<file path="config.mk">
export PLATFORM = sky130hd
export DESIGN_NAME = xpt_switch_ctrl
export DESIGN_NICKNAME = d
export VERILOG_FILES = /design/src/rtl/xpt_pkg.sv /design/src/rtl/xpt_sync.sv /design/src/rtl/xpt_edge.sv /design/src/rtl/xpt_prog_bank.sv /design/src/rtl/xpt_active_bank.sv /design/src/rtl/xpt_mux_plane.sv /design/src/rtl/xpt_switch_ctrl.sv
export SDC_FILE = /design/constraint.sdc
export NUM_CORES = 1
export LEC_CHECK = 0
export BUFFER_PORTS_ARGS = -buffer_cell sky130_fd_sc_hd__buf_2
export CAP_MARGIN = 10
export CORE_UTILIZATION = 25
export DETAILED_ROUTE_END_ITERATION = 10
export GPL_TIMING_DRIVEN = 0
export PLACE_DENSITY = 0.4
export SLEW_MARGIN = 20
export SYNTH_ARGS = -nofsm -noshare
export SYNTH_HDL_FRONTEND = slang
export SYNTH_SLANG_ARGS = --single-unit
</file>
<file path="constraint.sdc">
create_clock -name clk -period 2.4 [get_ports clk]
set_input_delay 0.72 -clock clk [delete_from_list [all_inputs] [get_ports clk]]
set_output_delay 0.72 -clock clk [all_outputs]
set_load 0.1 [all_outputs]
</file>
<file path="src/rtl/xpt_pkg.sv">
// Package: shared types for the crosspoint switch controller.
// Assumes: nothing beyond the standard language.
package xpt_pkg;
    // Preset map choice, taken from the synchronized transfer line level
    typedef enum logic {
        MAP_BCAST = 1'b0,
        MAP_PASS  = 1'b1
    } preset_e;
endpackage

</file>
<file path="src/rtl/xpt_sync.sv">
// Module: xpt_sync
// Brings W asynchronous control bits into the clock domain through two flops.
// Assumes: each bit is quasi-static for at least two clocks around a change.
module xpt_sync #(
    parameter int W = 1
) (
    input  logic         clk,
    input  logic         rst_n,
    input  logic [W-1:0] raw,
    output logic [W-1:0] lvl
);
    logic [W-1:0] stage1;

    // Two-flop chain per bit, cleared by the synchronous reset
    always_ff @(posedge clk) begin
        if (!rst_n) begin
            stage1 <= '0;
            lvl    <= '0;
        end else begin
            stage1 <= raw;
            lvl    <= stage1;
        end
    end
endmodule

</file>
<file path="src/rtl/xpt_edge.sv">
// Module: xpt_edge
// Produces a one-cycle pulse for each rising edge of W synchronized levels.
// Assumes: the inputs are already in the clock domain.
module xpt_edge #(
    parameter int W = 1
) (
    input  logic         clk,
    input  logic         rst_n,
    input  logic [W-1:0] lvl,
    output logic [W-1:0] rise
);
    logic [W-1:0] prev;

    // Remember last cycle's level
    always_ff @(posedge clk) begin
        if (!rst_n) prev <= '0;
        else        prev <= lvl;
    end

    // A pulse where the level is high now and was low before
    always_comb rise = lvl & ~prev;

    p_rise_single_r2: assert property (@(posedge clk) disable iff (!rst_n)
        rise[0] |=> !rise[0])
        else $error("edge pulse lasted more than one cycle");
endmodule

</file>
<file path="src/rtl/xpt_prog_bank.sv">
// Module: xpt_prog_bank
// Staging bank: one SEL_W entry per output lane. It is written through a
// one-of-N decode or forced to a preset map. It also exposes its next-state
// value, so a transfer in the same cycle sees a fresh write.
// Assumes: wr_en is a single-cycle pulse; preset takes priority over writes.
module xpt_prog_bank
    import xpt_pkg::*;
#(
    parameter int N_PORTS = 16,
    parameter int SEL_W   = $clog2(N_PORTS)
) (
    input  logic                          clk,
    input  logic                          rst_n,
    input  logic                          wr_en,
    input  logic [SEL_W-1:0]              wr_addr,
    input  logic [SEL_W-1:0]              wr_val,
    input  logic                          preset,
    input  preset_e                       preset_map,
    output logic [N_PORTS-1:0][SEL_W-1:0] prog_next,
    output logic [N_PORTS-1:0][SEL_W-1:0] prog_q
);
    for (genvar i = 0; i < N_PORTS; i++) begin : g_entry
        logic hit;
        logic [SEL_W-1:0] preset_val;

        // One-of-N decode of the write address
        always_comb hit = wr_en && (wr_addr == SEL_W'(i));

        // Preset value for this entry: lane i or lane 0
        always_comb preset_val = (preset_map == MAP_PASS) ? SEL_W'(i) : '0;

        // Next-state selection: preset, then write, then hold
        always_comb begin
            if (preset)   prog_next[i] = preset_val;
            else if (hit) prog_next[i] = wr_val;
            else          prog_next[i] = prog_q[i];
        end

        // Entry register, cleared to input 0 by reset
        always_ff @(posedge clk) begin
            if (!rst_n) prog_q[i] <= '0;
            else        prog_q[i] <= prog_next[i];
        end
    end

    p_prog_hold_r4: assert property (@(posedge clk) disable iff (!rst_n)
        (!wr_en && !preset) |=> $stable(prog_q))
        else $error("staging bank changed without a write");

    p_prog_pass_r8: assert property (@(posedge clk) disable iff (!rst_n)
        (preset && preset_map == MAP_PASS) |=> (prog_q[N_PORTS-1] == SEL_W'(N_PORTS-1)))
        else $error("pass-through preset not stored in staging bank");
endmodule

</file>
<file path="src/rtl/xpt_active_bank.sv">
// Module: xpt_active_bank
// Active bank: holds the selector value for every output lane. It takes the
// staging bank's next state on a transfer or a preset.
// Assumes: prog_next already carries the preset map while preset is high.
module xpt_active_bank #(
    parameter int N_PORTS = 16,
    parameter int SEL_W   = $clog2(N_PORTS)
) (
    input  logic                          clk,
    input  logic                          rst_n,
    input  logic                          apply,
    input  logic                          preset,
    input  logic [N_PORTS-1:0][SEL_W-1:0] prog_next,
    output logic [N_PORTS-1:0][SEL_W-1:0] act_q
);
    // Parallel copy of all entries on a transfer or a preset
    always_ff @(posedge clk) begin
        if (!rst_n)                act_q <= '0;
        else if (apply || preset)  act_q <= prog_next;
    end

    p_act_hold_r5: assert property (@(posedge clk) disable iff (!rst_n)
        (!apply && !preset) |=> $stable(act_q))
        else $error("active bank changed without a transfer");

    p_act_bcast_r7: assert property (@(posedge clk) disable iff (!rst_n)
        (preset && prog_next[N_PORTS-1] == '0) |=> (act_q[N_PORTS-1] == '0))
        else $error("broadcast preset not applied");
endmodule

</file>
<file path="src/rtl/xpt_mux_plane.sv">
// Module: xpt_mux_plane
// One N-to-1 selector per output lane, followed by an output register.
// Assumes: selector values are below N_PORTS.
module xpt_mux_plane #(
    parameter int N_PORTS = 16,
    parameter int SEL_W   = $clog2(N_PORTS)
) (
    input  logic                          clk,
    input  logic                          rst_n,
    input  logic [N_PORTS-1:0]            din,
    input  logic [N_PORTS-1:0][SEL_W-1:0] sel,
    output logic [N_PORTS-1:0]            dout
);
    for (genvar o = 0; o < N_PORTS; o++) begin : g_lane
        // Select and register one output lane
        always_ff @(posedge clk) begin
            if (!rst_n) dout[o] <= 1'b0;
            else        dout[o] <= din[sel[o]];
        end
    end

    p_lane0_latency_r11: assert property (@(posedge clk) disable iff (!rst_n)
        1'b1 |=> (dout[0] == $past(din[sel[0]])))
        else $error("lane 0 latency or selection wrong");
endmodule

</file>
<file path="src/rtl/xpt_switch_ctrl.sv">
// Module: xpt_switch_ctrl (top)
// Double-buffered crosspoint: synchronizes the control port, detects strobe
// edges, stages routes, transfers them and drives the registered outputs.
// Assumes: control inputs are asynchronous and held for at least two clocks.
module xpt_switch_ctrl
    import xpt_pkg::*;
#(
    parameter int N_PORTS = 16,
    parameter int SEL_W   = $clog2(N_PORTS)
) (
    input  logic               clk,
    input  logic               rst_n,
    input  logic [SEL_W-1:0]   ctl_out_addr,
    input  logic [SEL_W-1:0]   ctl_in_addr,
    input  logic               ctl_load,
    input  logic               ctl_apply,
    input  logic               ctl_preset,
    input  logic [N_PORTS-1:0] data_in,
    output logic [N_PORTS-1:0] data_out
);
    localparam int CTL_W = 2 * SEL_W + 3;

    logic [CTL_W-1:0] ctl_raw, ctl_lvl;
    logic [SEL_W-1:0] oa_s, ia_s;
    logic             load_s, apply_s, preset_s;
    logic [1:0]       strobe_rise;
    logic             load_rise, apply_rise;
    preset_e          map_sel;
    logic [N_PORTS-1:0][SEL_W-1:0] prog_next, prog_q, act_q;

    // Bundle the control port for a common synchronizer
    always_comb ctl_raw = {ctl_preset, ctl_apply, ctl_load, ctl_out_addr, ctl_in_addr};

    xpt_sync #(.W(CTL_W)) u_sync (
        .clk(clk), .rst_n(rst_n), .raw(ctl_raw), .lvl(ctl_lvl)
    );

    // Unpack the synchronized bundle
    always_comb {preset_s, apply_s, load_s, oa_s, ia_s} = ctl_lvl;

    xpt_edge #(.W(2)) u_edge (
        .clk(clk), .rst_n(rst_n), .lvl({apply_s, load_s}), .rise(strobe_rise)
    );

    // Name the strobe pulses and the preset map choice
    always_comb begin
        load_rise  = strobe_rise[0];
        apply_rise = strobe_rise[1];
        map_sel    = apply_s ? MAP_PASS : MAP_BCAST;
    end

    xpt_prog_bank #(.N_PORTS(N_PORTS), .SEL_W(SEL_W)) u_prog (
        .clk(clk), .rst_n(rst_n), .wr_en(load_rise), .wr_addr(oa_s),
        .wr_val(ia_s), .preset(preset_s), .preset_map(map_sel),
        .prog_next(prog_next), .prog_q(prog_q)
    );

    xpt_active_bank #(.N_PORTS(N_PORTS), .SEL_W(SEL_W)) u_act (
        .clk(clk), .rst_n(rst_n), .apply(apply_rise), .preset(preset_s),
        .prog_next(prog_next), .act_q(act_q)
    );

    xpt_mux_plane #(.N_PORTS(N_PORTS), .SEL_W(SEL_W)) u_mux (
        .clk(clk), .rst_n(rst_n), .din(data_in), .sel(act_q), .dout(data_out)
    );

    p_tied_fresh_r6: assert property (@(posedge clk) disable iff (!rst_n)
        (load_rise && apply_rise && !preset_s) |=> (act_q[$past(oa_s)] == $past(ia_s)))
        else $error("same-cycle transfer took a stale entry");

    p_transfer_copy_r3: assert property (@(posedge clk) disable iff (!rst_n)
        (apply_rise && !load_rise && !preset_s) |=> (act_q == $past(prog_q)))
        else $error("transfer did not copy the staging bank");
endmodule

</file>
==> impl_metrics.yaml, run 1 <==
worst_setup_path:
  critPathMaxStageDelay_ns: 0.51
  reg2reg_from: "u_sync.lvl[4]"
  start_kind: "flop"
  r2r-end: "u_act.act_q[47]"
  path_cells: "and2_1, clkbuf_1, nand2_1, a21oi_1, o21ai_0"
  worst_ep_required_time_ns: 2.71
  critical_path_class: "reg -> reg"
  crit_start: "u_sync.lvl[4]"
  worstRegToRegCells: 5
  cp.depth: 5
  critical_path.endpoint_type: "flop"
  critPathBufInv: 1
  crit_fanout: 9
  r2r_slack_ns: 0.49
  slowest_stage: "dfxtp_1"
  endpoint: "u_act.act_q[47]"
  crit_arrival_ns: 2.22
  cp_top_family: "flip-flops"
sta:
  period_share_pct: 79.7
  hold_violations: 0
  whs_ns: 0.430
  maxSlewHeadroom_pct: 28.1
  fin_tns_setup_ns: 0
  finalSetupViolCount: 0
  layout_setup_ws_ns: 0.487
  rsz0062_at_grt: "no"
  tightest_slew_ns: 1.08
  fmax_ghz: 0.523
  period_needed_ns: 1.91
  skew_ns: 0.0113
  maxSlewViolCount: 0
die:
  initial_core_util_pct: 25.6
  die_y_um: 180
  fp.coreArea_mm2: 0.0309
  io_pins: 45
  die_w_um: 180
  die_area_mm2: 0.0324
  row_count: 64
grt:
  grt_pass1_vias: 6195
  gr-total-overflow: 0
  track_usage_pct: 16.3
  grt_max_degree: 18
  grt_pass1_wl_mm: 39.6
  antenna_found_initial: 0
drt:
  vias_per_cell: 4.92
  antenna_left: 0
  dr.pass1.iters: 5
  routedWlPerCell_um: 19.7
  top_layer: "met4"
  wl_met1_mm: 13.3
  dr_wl_met3_um: 713
  routed_wl_mm: 25.7
  drt_iter0_markers: 387
  vias: 6435
  wl_met2_mm: 11.4
  route.detailed.drc: 0
yosys:
  synth_ff_type: "dfxtp_1"
  async_flop_share_pct: 0
  syn_avg_cell_area_um2: 9.47
  ys_warn_count: 0
  synth-seq-cells: 168
  synth_seq_area_share_pct: 42.4
  syn_area_mm2: 0.00792
  synth_cell_types: 37
  netlist_instances: 837
  syn_nets: 866
  synth_edf_count: 0
placed_design:
  gp_congestion: 0.777
  post-place-ws_ns: 0.0281
  port_buffers: 44
  place_inst: 1277
  dp_hpwl_mm: 18.9
final_layout:
  final_util_pct: 29.9
  drive_gt1_share_pct: 18.1
  nets: 929
  fill_cells: 3329
  areaGrowthSynthToFinish_pct: 16.8
  layout.cells.non_filler: 1309
  antenna_cells: 0
status:
  outcome: "complete, no violations"
clock_tree:
  root_buffer: "clkbuf_16"
  cts.sinks: 168
  htreeDepth: 4
  post_cts_buffers: 0
  cts_hold_buf: 0
  clock_latency_ns: 0.44
  cts_tree: "done"
  cts_max_path_buffers: 2
  cts_buffers: 17
  postCtsResizedCells: 0
  clk_pin_slew_ns: 0.07
job:
  drv_cap: 0
power_and_ir_drop:
  leakage_uw: 0.00340
  power_density_mw_per_mm2: 728
  peakVddDrop_mv: 0.457
worst_hold_path:
  hold_class: "reg -> reg"
==> cell usage after synthesis (all sizes together), types with 6 or more instances <==
| cell | count | area share (%) |
|---|---|---|
| mux4 | 32 | 9.1 |
| nor2b | 16 | 1.3 |
| nand3b | 7 | 0.66 |
| mux2i | 80 | 10 |
| nand2b | 7 | 0.55 |
| nor2 | 64 | 3.0 |
| o2111ai | 13 | 1.4 |
| buf | 20 | 1.5 |
| a221oi | 6 | 0.66 |
| a31o | 14 | 1.5 |
| dfxtp | 168 | 42 |
| o22ai | 16 | 1.3 |
| mux2 | 16 | 2.3 |
| and2 | 26 | 2.1 |
| a211oi | 6 | 0.57 |
| a21oi | 91 | 5.7 |
| nand3 | 19 | 1.2 |
| nand2 | 78 | 3.7 |
| o21ai | 67 | 4.2 |
| clkbuf | 56 | 2.7 |
| a211o | 13 | 1.4 |
==> state kept, by name, indices dropped and copies added, names as in the netlist <==
register,flops
u_act.act_q,64
u_edge.prev,2
u_mux.dout,16
u_prog.prog_q,64
u_sync.lvl,11
u_sync.stage1,11
==> routing by layer <==
metal	global-route usage, %	vias up
li1	-	3173
met1	23.8	3109
met2	24.9	137
met3	2.30	16
met4	4.07	0
met5	0	-
==> stage by stage <==
| step | cell area, um^2 | total power, uW |
|---|---|---|
| 5_1_grt | 9250 | 7020 |
| 4_1_cts | 9250 | 6820 |
| 3_5_place_dp | 8640 | 3830 |
| 3_3_place_gp | 8640 | 3830 |
| 6_report | 9250 | 6740 |
| 2_1_floorplan | 7920 | 3580 |
==> cells by family after synthesis <==
logic type      count (synthesis)  share of synthesized area, %
buf+inv                        78                          4.25
compound gates                237                          18.0
simple gates                  226                          13.8
mux                           128                          21.5
flops                         168                          42.4
==> final cells by class <==
| type | count | area (um^2) | share of cell area, % |
|---|---|---|---|
| clock inverter | 14 | 175 | 1.89 |
| sequential | 168 | 3360 | 36.3 |
| inverter | 2 | 7.51 | 0.0811 |
| clock buffer | 18 | 439 | 4.75 |
| multi-input combinational | 591 | 4220 | 45.6 |
| tap | 396 | 495 | 5.35 |
| buffer | 76 | 329 | 3.56 |
| timing repair buffer | 44 | 220 | 2.38 |
==> where the power goes <==
group	leakage, uW	switching [uW]	internal (uW)
Clock	0.000305	1360	1620
Sequential	0.00137	67.6	2890
Combinational	0.00172	543	265
Total	0.00340	1970	4770
==> placed cells by master (no fill, tap or decap), types with 2 or more instances in the layout <==
cell type / count
a211o_1: 13
a211oi_1: 6
a21boi_0: 2
a21oi_1: 91
a221oi_1: 6
a31o_2: 14
and2_1: 26
and4bb_2: 2
buf_2: 58
buf_4: 6
bufinv_16: 2
clkbuf_1: 53
clkbuf_16: 17
clkbuf_2: 3
dfxtp_1: 168
inv_1: 2
inv_6: 7
inv_8: 4
mux2_2: 16
mux2i_1: 80
mux4_2: 32
nand2_1: 78
nand2b_1: 7
nand3_1: 19
nand3b_1: 7
nand4bb_1: 2
nor2_1: 64
nor2b_1: 16
o2111ai_1: 13
o211ai_1: 3
o21ai_0: 62
o21ai_1: 5
o22ai_1: 16
o311ai_0: 3
o31ai_1: 2
==> how the worst min path moves through the flow <==
stage | from | cells past startpoint | endpoint | slack [ns]
final | u_sync.stage1[1] | 1 | u_sync.lvl[1] | 0.43
after CTS | u_sync.stage1[1] | 1 | u_sync.lvl[1] | 0.43
after detailed placement | u_sync.stage1[4] | 1 | u_sync.lvl[4] | 0.42
after global routing | u_sync.stage1[7] | 1 | u_sync.lvl[7] | 0.46
after global placement | u_sync.stage1[6] | 1 | u_sync.lvl[6] | 0.42
after floorplan | u_sync.stage1[0] | 1 | u_sync.lvl[0] | 0.41
Note: power is estimated with default switching activity, not from simulation.
==> inputs of run 2 (changes only) <==
PLACE_DENSITY = 0.42   (was 0.4)
clock period = 1.75 ns   (was 2.4 ns; I/O delays follow)
==> run 2 against run 1 <==
  * Clock skew is 0.0022 ns higher
  * Die area stayed put
  * Global-route usage is 0.58 points lower
  * Count of clock-buffer cells in the layout is 2 higher
  * Critical path type is now reg -> out
  * Critical endpoint is now data_out[0]
  * Highest routed layer unchanged
==> impl_metrics.yaml, run 2 (synthesized netlist as in run 1, its figures left out) <==
status:
  outcome: "complete, no violations"
drt:
  vias_per_cell: 4.91
  routedWlPerCell_um: 19.0
  vias: 6437
  antenna_left: 0
  routed_wl_mm: 25.0
  dr.pass1.iters: 5
  drt_iter0_markers: 540
  route.detailed.drc: 0
die:
  die_area_mm2: 0.0324
  row_count: 64
  die_w_um: 180
  die_y_um: 180
  initial_core_util_pct: 25.6
  fp.coreArea_mm2: 0.0309
  io_pins: 45
grt:
  gr-total-overflow: 0
  grt_pass1_wl_mm: 38.3
  grt_pass1_vias: 6219
  antenna_found_initial: 0
  track_usage_pct: 15.7
  grt_max_degree: 17
clock_tree:
  cts_tree: "done"
  root_buffer: "clkbuf_16"
  clock_latency_ns: 0.44
  cts_max_path_buffers: 2
  cts_buffers: 17
  cts.sinks: 168
  clk_pin_slew_ns: 0.07
  cts_hold_buf: 0
  htreeDepth: 4
worst_setup_path:
  critPathMaxStageDelay_ns: 0.42
  crit_arrival_ns: 1.17
  critical_path.endpoint_type: "output port"
  slowest_stage: "buf_2"
  r2r_slack_ns: 0.07
  crit_fanout: 1
  worstRegToRegCells: 5
  cp_top_family: "buffers and inverters"
  path_cells: "buf_2"
  reg2reg_from: "u_sync.lvl[9]"
  worst_ep_required_time_ns: 1.22
  start_kind: "flop"
  critPathBufInv: 1
  critical_path_class: "reg -> out"
  r2r-end: "u_act.act_q[44]"
sta:
  tightest_slew_ns: 0.921
  skew_ns: 0.0135
  finalSetupViolCount: 0
  fin_tns_setup_ns: 0
  period_share_pct: 96.8
  maxSlewViolCount: 0
  maxSlewHeadroom_pct: 38.6
  period_needed_ns: 1.69
  fmax_ghz: 0.590
  rsz0062_at_grt: "yes"
  hold_violations: 0
power_and_ir_drop:
  comb_power_share_pct: 12.5
  p_switching_uw: 2540
  internal-power_uw: 6390
  peakVddDrop_mv: 0.658
  pwr-share-clk_pct: 42.0
  p_sw_share_pct: 28.4
  pwr-share-seq_pct: 45.5
  leakage_uw: 0.00343
  power_density_mw_per_mm2: 957
worst_hold_path:
  hold_end: "u_sync.stage1[5]"
  hold_class: "in -> reg"
  hold_path_depth: 2
  min_from: "ctl_out_addr[1]"
final_layout:
  layout_commonest_cell: "dfxtp_1"
  fill_cells: 3316
  mostFrequentLayoutCells: "dfxtp_1 (162), a21oi_1 (90), nand2_1 (77)"
  biggestRegsByFlops: "u_act.act_q x64, u_prog.prog_q x64, u_mux.dout x16"
  nets: 931
  layout.cells.non_filler: 1312
  drive_gt1_share_pct: 23.0
  areaGrowthSynthToFinish_pct: 17.8
placed_design:
  port_buffers: 44
  place_inst: 1277
  gp_congestion: 0.795
  dp_hpwl_mm: 18.5
job:
  drv_cap: 0
## run 2: metal layers
metal,global-route usage [%],part of all wire [%]
met2,23.8,44
met4,3.86,1.2
met1,22.4,51
met3,3.50,4.1
met5,0,0
## run 2: worst max-delay path by stage
stage / from / end / slack [ns] / cells after the start
final: u_mux.dout[0] / data_out[0] / 0.06 / 1
after global routing: u_sync.lvl[7] / u_act.act_q[24] / -0.007 / 5
after CTS: u_sync.lvl[9] / u_act.act_q[31] / 0.007 / 5
after detailed placement: data_in[1] / u_mux.dout[15] / -0.40 / 6
after global placement: data_in[1] / u_mux.dout[15] / -0.38 / 6
after floorplan: data_in[5] / u_mux.dout[13] / 0.20 / 5
## run 2: metrics by stage
stage                     hold slack (ns)  util (%)  total power [uW]  cell area [um^2]  setup WS (ns)
final                               0.294      30.2              8930              9330         0.0552
after global routing                0.284      30.2              9300              9330       -0.00668
after global placement              0.418      28.0              5250              8640         -0.379
after CTS                           0.273      29.9              9020              9250        0.00740
after floorplan                     0.412         -              4910              7920          0.201
after detailed placement            0.417      28.0              5240              8640         -0.399
## run 2: area by class of cell
type,count,area [um^2],area share [%]
inverter,2,7.51,0.0805
sequential,168,3370,36.1
clock inverter,12,116,1.25
antenna,1,2.50,0.0268
multi-input combinational,591,4280,45.9
timing repair buffer,48,250,2.68
tap,396,495,5.31
clock buffer,20,457,4.89
buffer,74,352,3.77
## run 2: power groups by stage
stage	sequential, uW	clock (uW)	combinational (uW)
after global routing	4070	4020	1210
after detailed placement	4140	0	1110
after global placement	4140	0	1110
after CTS	4050	3860	1110
final	4060	3750	1120
after floorplan	4340	0	572
## run 2: timing repair
action / CTS / global route
gates resized for setup: 13 / 48
pin swaps: 0 / 2
setup endpoints to repair: 73 / 101
setup buffers: 2 / 2
